$ cat config.mk
export PLATFORM = sky130hd
export DESIGN_NAME = regbus_master
export DESIGN_NICKNAME = d
export VERILOG_FILES = /design/src/rtl/regbus_pkg.sv /design/src/rtl/regbus_halfdiv.sv /design/src/rtl/regbus_gap.sv /design/src/rtl/regbus_shift.sv /design/src/rtl/regbus_master.sv
export SDC_FILE = /design/constraint.sdc
export NUM_CORES = 1
export LEC_CHECK = 0
export ABC_CLOCK_PERIOD_IN_PS = 3800
export BUFFER_PORTS_ARGS = -buffer_cell sky130_fd_sc_hd__buf_2
export CORE_MARGIN = 2
export CORE_UTILIZATION = 38
export DETAILED_ROUTE_END_ITERATION = 10
export PLACE_DENSITY_LB_ADDON = 0.08
export SETUP_SLACK_MARGIN = 0.02
export SKIP_CTS_REPAIR_TIMING = 1
export SLEW_MARGIN = 20
export SYNTH_ARGS = -nofsm -noshare
export SYNTH_HDL_FRONTEND = slang
export SYNTH_HIERARCHICAL = 1
export SYNTH_SLANG_ARGS = --single-unit
$ cat constraint.sdc
create_clock -name clk -period 3.8 [get_ports clk]
set_input_delay 0.76 -clock clk [delete_from_list [all_inputs] [get_ports clk]]
set_output_delay 0.76 -clock clk [all_outputs]
set_load 0.03 [all_outputs]
$ cat src/rtl/regbus_pkg.sv
package regbus_pkg;
  localparam int ADDR_W  = 6;
  localparam int DATA_W  = 8;
  localparam int FRAME_W = 2 + ADDR_W + DATA_W;

  typedef logic [ADDR_W-1:0]  addr_t;
  typedef logic [DATA_W-1:0]  data_t;
  typedef logic [FRAME_W-1:0] frame_t;

  localparam logic DIR_WR  = 1'b0;
  localparam logic DIR_RD  = 1'b1;
  localparam logic DEV_BIT = 1'b0;

  // Serial word: direction first, then device bit, address, data.
  function automatic frame_t make_frame(logic rd, addr_t addr, data_t data);
    return {rd, DEV_BIT, addr, data};
  endfunction
endpackage

$ cat src/rtl/regbus_halfdiv.sv
module regbus_halfdiv #(
  parameter int DIV_W = 8
) (
  input  logic             clk,
  input  logic             rst_n,
  input  logic             run_i,
  input  logic [DIV_W-1:0] half_div_i,
  output logic             tick_o
);
  logic [DIV_W-1:0] cnt_q, cnt_d;
  logic [DIV_W-1:0] limit;

  always_comb begin
    limit  = (half_div_i == '0) ? DIV_W'(1) : half_div_i;
    tick_o = run_i && (cnt_q == limit - DIV_W'(1));
    cnt_d  = (!run_i || tick_o) ? '0 : cnt_q + DIV_W'(1);
  end

  always_ff @(posedge clk or negedge rst_n) begin
    if (!rst_n) cnt_q <= '0;
    else        cnt_q <= cnt_d;
  end
endmodule

$ cat src/rtl/regbus_gap.sv
module regbus_gap #(
  parameter int GAP_W = 8
) (
  input  logic             clk,
  input  logic             rst_n,
  input  logic             restart_i,
  input  logic [GAP_W-1:0] gap_i,
  output logic             done_o
);
  localparam logic [GAP_W-1:0] CNT_MAX = '1;

  logic [GAP_W-1:0] cnt_q, cnt_d;
  logic [GAP_W-1:0] need;

  always_comb begin
    need   = (gap_i == '0) ? GAP_W'(1) : gap_i;
    done_o = (cnt_q >= need);
    if (restart_i)             cnt_d = GAP_W'(1);
    else if (cnt_q != CNT_MAX) cnt_d = cnt_q + GAP_W'(1);
    else                       cnt_d = cnt_q;
  end

  always_ff @(posedge clk or negedge rst_n) begin
    if (!rst_n) cnt_q <= CNT_MAX;
    else        cnt_q <= cnt_d;
  end
endmodule

$ cat src/rtl/regbus_shift.sv
module regbus_shift #(
  parameter int FRAME_W = 16,
  parameter int CAP_W   = 8
) (
  input  logic               clk,
  input  logic               rst_n,
  input  logic               load_i,
  input  logic [FRAME_W-1:0] frame_i,
  input  logic               tick_i,
  input  logic               miso_i,
  output logic               busy_o,
  output logic               done_o,
  output logic               sck_o,
  output logic               csn_o,
  output logic               mosi_o,
  output logic [CAP_W-1:0]   rx_o
);
  localparam int BIT_W = $clog2(FRAME_W);
  localparam logic [BIT_W-1:0] LAST_BIT = BIT_W'(FRAME_W - 1);
  localparam logic [BIT_W-1:0] CAP_END  = BIT_W'(CAP_W);

  logic               busy_q, busy_d;
  logic               sck_q, sck_d;
  logic [FRAME_W-1:0] tx_q, tx_d;
  logic [BIT_W-1:0]   bit_q, bit_d;
  logic [CAP_W-1:0]   rx_q, rx_d;
  logic               rise, fall, last;

  always_comb begin
    rise   = busy_q && tick_i && !sck_q;
    fall   = busy_q && tick_i && sck_q;
    last   = (bit_q == LAST_BIT);
    done_o = fall && last;

    busy_d = busy_q;
    sck_d  = sck_q;
    tx_d   = tx_q;
    bit_d  = bit_q;
    rx_d   = rx_q;
    if (load_i) begin
      busy_d = 1'b1;
      sck_d  = 1'b0;
      tx_d   = frame_i;
      bit_d  = '0;
      rx_d   = '0;
    end else if (rise) begin
      sck_d = 1'b1;
      if (bit_q < CAP_END) rx_d = {rx_q[CAP_W-2:0], miso_i};
    end else if (fall) begin
      sck_d = 1'b0;
      tx_d  = {tx_q[FRAME_W-2:0], 1'b0};
      if (last) busy_d = 1'b0;
      else      bit_d  = bit_q + BIT_W'(1);
    end
  end

  always_ff @(posedge clk or negedge rst_n) begin
    if (!rst_n) begin
      busy_q <= 1'b0;
      sck_q  <= 1'b0;
      tx_q   <= '0;
      bit_q  <= '0;
      rx_q   <= '0;
    end else begin
      busy_q <= busy_d;
      sck_q  <= sck_d;
      tx_q   <= tx_d;
      bit_q  <= bit_d;
      rx_q   <= rx_d;
    end
  end

  assign busy_o = busy_q;
  assign sck_o  = sck_q;
  assign csn_o  = ~busy_q;
  assign mosi_o = tx_q[FRAME_W-1];
  assign rx_o   = rx_q;
endmodule

$ cat src/rtl/regbus_master.sv
module regbus_master
  import regbus_pkg::*;
#(
  parameter int DIV_W = 8,
  parameter int GAP_W = 8
) (
  input  logic             clk,
  input  logic             rst_n,
  input  logic [DIV_W-1:0] half_div_i,
  input  logic [GAP_W-1:0] gap_i,
  input  logic             cmd_valid_i,
  output logic             cmd_ready_o,
  input  logic             cmd_rd_i,
  input  logic [ADDR_W-1:0] cmd_addr_i,
  input  logic [DATA_W-1:0] cmd_wdata_i,
  output logic             rsp_valid_o,
  output logic [ADDR_W-1:0] rsp_addr_o,
  output logic [DATA_W-1:0] rsp_data_o,
  output logic             ser_clk_o,
  output logic             ser_cs_n_o,
  output logic             ser_mosi_o,
  input  logic             ser_miso_i
);
  logic   busy, gap_done, tick, done;
  data_t  rx;
  logic   accept, start;
  frame_t frame;

  // collection owed from the last completed read frame
  logic  owe_q, owe_d;
  addr_t owe_addr_q, owe_addr_d;
  // current frame collects the byte of an earlier read
  logic  col_q, col_d;
  addr_t col_addr_q, col_addr_d;
  // current frame is a client read that will owe a collection
  logic  new_rd_q, new_rd_d;
  addr_t new_addr_q, new_addr_d;
  logic  rsp_v_q, rsp_v_d;
  addr_t rsp_a_q, rsp_a_d;
  data_t rsp_d_q, rsp_d_d;

  regbus_halfdiv #(.DIV_W(DIV_W)) u_div (
    .clk(clk), .rst_n(rst_n), .run_i(busy), .half_div_i(half_div_i), .tick_o(tick)
  );

  regbus_gap #(.GAP_W(GAP_W)) u_gap (
    .clk(clk), .rst_n(rst_n), .restart_i(done), .gap_i(gap_i), .done_o(gap_done)
  );

  regbus_shift #(.FRAME_W(FRAME_W), .CAP_W(DATA_W)) u_shift (
    .clk(clk), .rst_n(rst_n), .load_i(start), .frame_i(frame), .tick_i(tick),
    .miso_i(ser_miso_i), .busy_o(busy), .done_o(done), .sck_o(ser_clk_o),
    .csn_o(ser_cs_n_o), .mosi_o(ser_mosi_o), .rx_o(rx)
  );

  always_comb begin
    cmd_ready_o = !busy && gap_done;
    accept      = cmd_valid_i && cmd_ready_o;
    start       = accept || (cmd_ready_o && owe_q);
    if (accept)
      frame = make_frame(cmd_rd_i, cmd_addr_i, cmd_rd_i ? data_t'(0) : cmd_wdata_i);
    else
      frame = make_frame(DIR_RD, owe_addr_q, data_t'(0));
  end

  always_comb begin
    owe_d      = owe_q;
    owe_addr_d = owe_addr_q;
    col_d      = col_q;
    col_addr_d = col_addr_q;
    new_rd_d   = new_rd_q;
    new_addr_d = new_addr_q;
    rsp_v_d    = 1'b0;
    rsp_a_d    = rsp_a_q;
    rsp_d_d    = rsp_d_q;
    if (start) begin
      col_d      = owe_q;
      col_addr_d = owe_addr_q;
      new_rd_d   = accept && cmd_rd_i;
      new_addr_d = cmd_addr_i;
      owe_d      = 1'b0;
    end
    if (done) begin
      if (new_rd_q) begin
        owe_d      = 1'b1;
        owe_addr_d = new_addr_q;
      end
      if (col_q) begin
        rsp_v_d = 1'b1;
        rsp_a_d = col_addr_q;
        rsp_d_d = rx;
      end
    end
  end

  always_ff @(posedge clk or negedge rst_n) begin
    if (!rst_n) begin
      owe_q      <= 1'b0;
      owe_addr_q <= '0;
      col_q      <= 1'b0;
      col_addr_q <= '0;
      new_rd_q   <= 1'b0;
      new_addr_q <= '0;
      rsp_v_q    <= 1'b0;
      rsp_a_q    <= '0;
      rsp_d_q    <= '0;
    end else begin
      owe_q      <= owe_d;
      owe_addr_q <= owe_addr_d;
      col_q      <= col_d;
      col_addr_q <= col_addr_d;
      new_rd_q   <= new_rd_d;
      new_addr_q <= new_addr_d;
      rsp_v_q    <= rsp_v_d;
      rsp_a_q    <= rsp_a_d;
      rsp_d_q    <= rsp_d_d;
    end
  end

  assign rsp_valid_o = rsp_v_q;
  assign rsp_addr_o  = rsp_a_q;
  assign rsp_data_o  = rsp_d_q;
endmodule

==> flow_summary.yaml <==
logic_synthesis:
  synth_edf_count: 0
  postSynthCellCount: 385
  seq_area_frac_synth: 0.481
  ys_warn_count: 6
  synthesis.area_um2: 4290
  syn_avg_cell_area_um2: 11.1
  syn-num-nets: 432
  synth_ff_type: "dfrtp_1"
  synth.largest_area_cell: "dfrtp_1"
  async_flop_share: 1.00
  yosysTopAreaCellShare: 0.432
  yosysMostFrequentCell: "dfrtp_1"
  ys_types: 66
  ys_top_cells_by_area: "dfrtp_1 43%, mux2_2 7.9%, dfstp_2 4.9%"
  synth_seq_cells: 82
  synth_common_cells: "74 x dfrtp_1, 34 x nand2_1, 30 x mux2_2"
critical_path:
  reg2regPathDepth: 9
  path_cells: "buf_2, or4_4, nor3_4, a21oi_1, ha_2, o21ba_4, a221oi_2, o221ai_1, or2_1, a211oi_4, buf_4, nand2_2, o31a_1, a22o_1"
  worstPathMaxFanout: 8
  path_class: "primary input to flop"
  r2r-end: "new_addr_q[1]"
  end_kind: "flop"
  reg2reg_slack_ns: 1.04
  critPathArrivalTime_ns: 3.82
  required_ns: 4.02
  crit_path_max_incr_delay_ns: 0.55
  r2r-start: "u_gap/cnt_q[0]"
  worst_path_max_delay_cell: "or4_4"
  cp-start-kind: "primary input"
cts:
  path_clk_slew_ns: 0.06
  cts_sinks: 82
  cts-buffers-inserted: 9
  cts_tree: "done"
  clockBufferDepth: 2
  insertion_delay_ns: 0.33
  htreeDepth: 3
  clock-root-buffer: "clkbuf_16"
drt:
  dr.pass1.iters: 6
  via_count: 3105
  drtIter0Drc: 117
  drc: 0
  vias_per_cell: 5.21
  postRouteAntennaNets: 0
  routedWlPerCell_um: 14.6
  wl_mm: 8.68
timing:
  relSlewSlack: 0.497
  setup_viol: 0
  finalCritPeriodShare: 0.947
  holdWs_ns: 0.460
  fmaxAchievable_ghz: 0.278
  hold_viol: 0
  finalCriticalPeriod_ns: 3.60
  skew_ns: 0.00673
  rsz0062_at_grt: "no"
  slew_violations: 0
  worstMarginPinSlew_ns: 0.755
  layout_setup_ws_ns: 0.201
placed_design:
  io_buffers: 53
  pre_cts_slack_ns: -0.283
  place_hpwl_mm: 6.10
  place_congestion: 0.744
  dp.cells: 580
die:
  core_area_um2: 10900
  die_w_um: 110
  rows: 38
  start_util: 0.392
  io_pins: 54
  dieArea_um2: 12200
  die_h_um: 110
global_route:
  grt_pass1_wl_mm: 14.8
  grt_pass1_vias: 3117
  grt_max_degree: 83
  grtUsageTotal: 0.158
  grt_overflow: 0
  antenna_found_initial: 0
hold_path:
  worst_hold_path_type: "primary input to async pin"
final_layout:
  fin_cells: 596
  finish.utilization: 0.471
  syn_to_final_growth_pct: 20.2
  layout.nets: 498
  drive_above_1_share: 0.333
  antennaDiodeCount: 0
pwr:
  power_density_nw_per_um2: 445
  leakagePower_nw: 2.64
  total_power_mw: 2.29
  vdd_ir_drop_max_mv: 0.254
job:
  maxCapViolations: 0
outcome:
  status: "complete, no violations"
-- routing by layer --
layer	global-route usage	vias to the layer above	part of all wire
met5	0	-	0
met3	0.0370	9	0.046
met1	0.204	1527	0.47
met2	0.257	48	0.48
li1	-	1521	-
met4	0.0607	0	0.012
-- cells by family (layout without fill, tap and decap cells) --
group | after synthesis | count (layout) | share of synthesized area
AO/OA/AOI/OAI | 84 | 84 | 0.136
XOR/XNOR | 13 | 13 | 0.0265
adder cells (fa/ha/maj) | 12 | 12 | 0.0350
buffers and inverters | 37 | 108 | 0.0420
flip-flops | 82 | 82 | 0.481
multiplexers | 53 | 53 | 0.142
other | 1 | 1 | 0.000874
AND/OR/NAND/NOR | 103 | 103 | 0.137
-- worst max path at each step --
stage / startpoint / end / slack (ns) / cells past startpoint
2_1_floorplan: half_div_i[3] / rsp_addr_o[0] / -0.11 / 16
3_3_place_gp: half_div_i[6] / u_shift/rx_o[5] / -0.22 / 14
3_5_place_dp: half_div_i[6] / owe_addr_q[1] / -0.28 / 14
4_1_cts: half_div_i[6] / owe_addr_q[1] / 0.06 / 14
5_1_grt: half_div_i[6] / u_shift/tx_q[6] / 0.03 / 15
6_report: half_div_i[6] / u_shift/rx_o[2] / 0.20 / 14
-- cells in the final DEF, fill, tap and decap left out, drive strengths merged, types with 8 or more instances in the layout --
cell type  Yosys  routed
mux2          38      38
a22o          10      10
mux2i         15      15
nor2          12      12
nand3         12      12
inv           22      22
clkbuf         5      11
dfstp          8       8
ha            12      12
o21ai         27      27
nand2         35      35
and2           9       9
dfrtp         74      74
buf           10      70
a21oi          9       9
xor2           9       9
-- final cells by class --
| class | count | area [um2] |
|---|---|---|
| Inverter | 22 | 82.6 |
| Fill cell | 1060 | 5780 |
| Clock buffer | 11 | 243 |
| Tap cell | 140 | 175 |
| Sequential cell | 82 | 2060 |
| Clock inverter | 5 | 77.6 |
| Timing Repair Buffer | 70 | 415 |
| Multi-Input combinational cell | 266 | 2100 |
-- critical path, delay by kind of cell --
family / cells / cell delay, ns
buffers and inverters: 2 / 0.27
adder cells (fa/ha/maj): 1 / 0.20
AO/OA/AOI/OAI: 7 / 1.49
AND/OR/NAND/NOR: 4 / 1.09
-- registers in the layout (all words and copies together) (netlist names) --
| register | flops |
|---|---|
| owe_q | 1 |
| rsp_valid_o | 1 |
| u_shift/bit_q | 4 |
| rsp_data_o | 8 |
| col_q | 1 |
| col_addr_q | 6 |
| u_div/cnt_q | 8 |
| new_rd_q | 1 |
| u_shift/sck_o | 1 |
| rsp_addr_o | 6 |
| u_shift/busy_o | 1 |
| owe_addr_q | 6 |
| u_shift/tx_q | 16 |
| u_gap/cnt_q | 8 |
| new_addr_q | 6 |
| u_shift/rx_o | 8 |
-- report_power, final --
group | internal [mW] | leakage [nW] | switching, mW
sequential | 0.918 | 1.07 | 0.0677
clock | 0.591 | 0.156 | 0.334
combinational | 0.180 | 1.41 | 0.202
total | 1.69 | 2.64 | 0.604
-- stage by stage --
step                      TNS (ns)  area (um2)
after floorplan              -1.53        4350
after global placement       -7.30        4820
after CTS                        0        5140
after detailed placement    -10.12        4820
final                            0        5150
after global routing             0        5150
(Power assumes the default switching activity.)
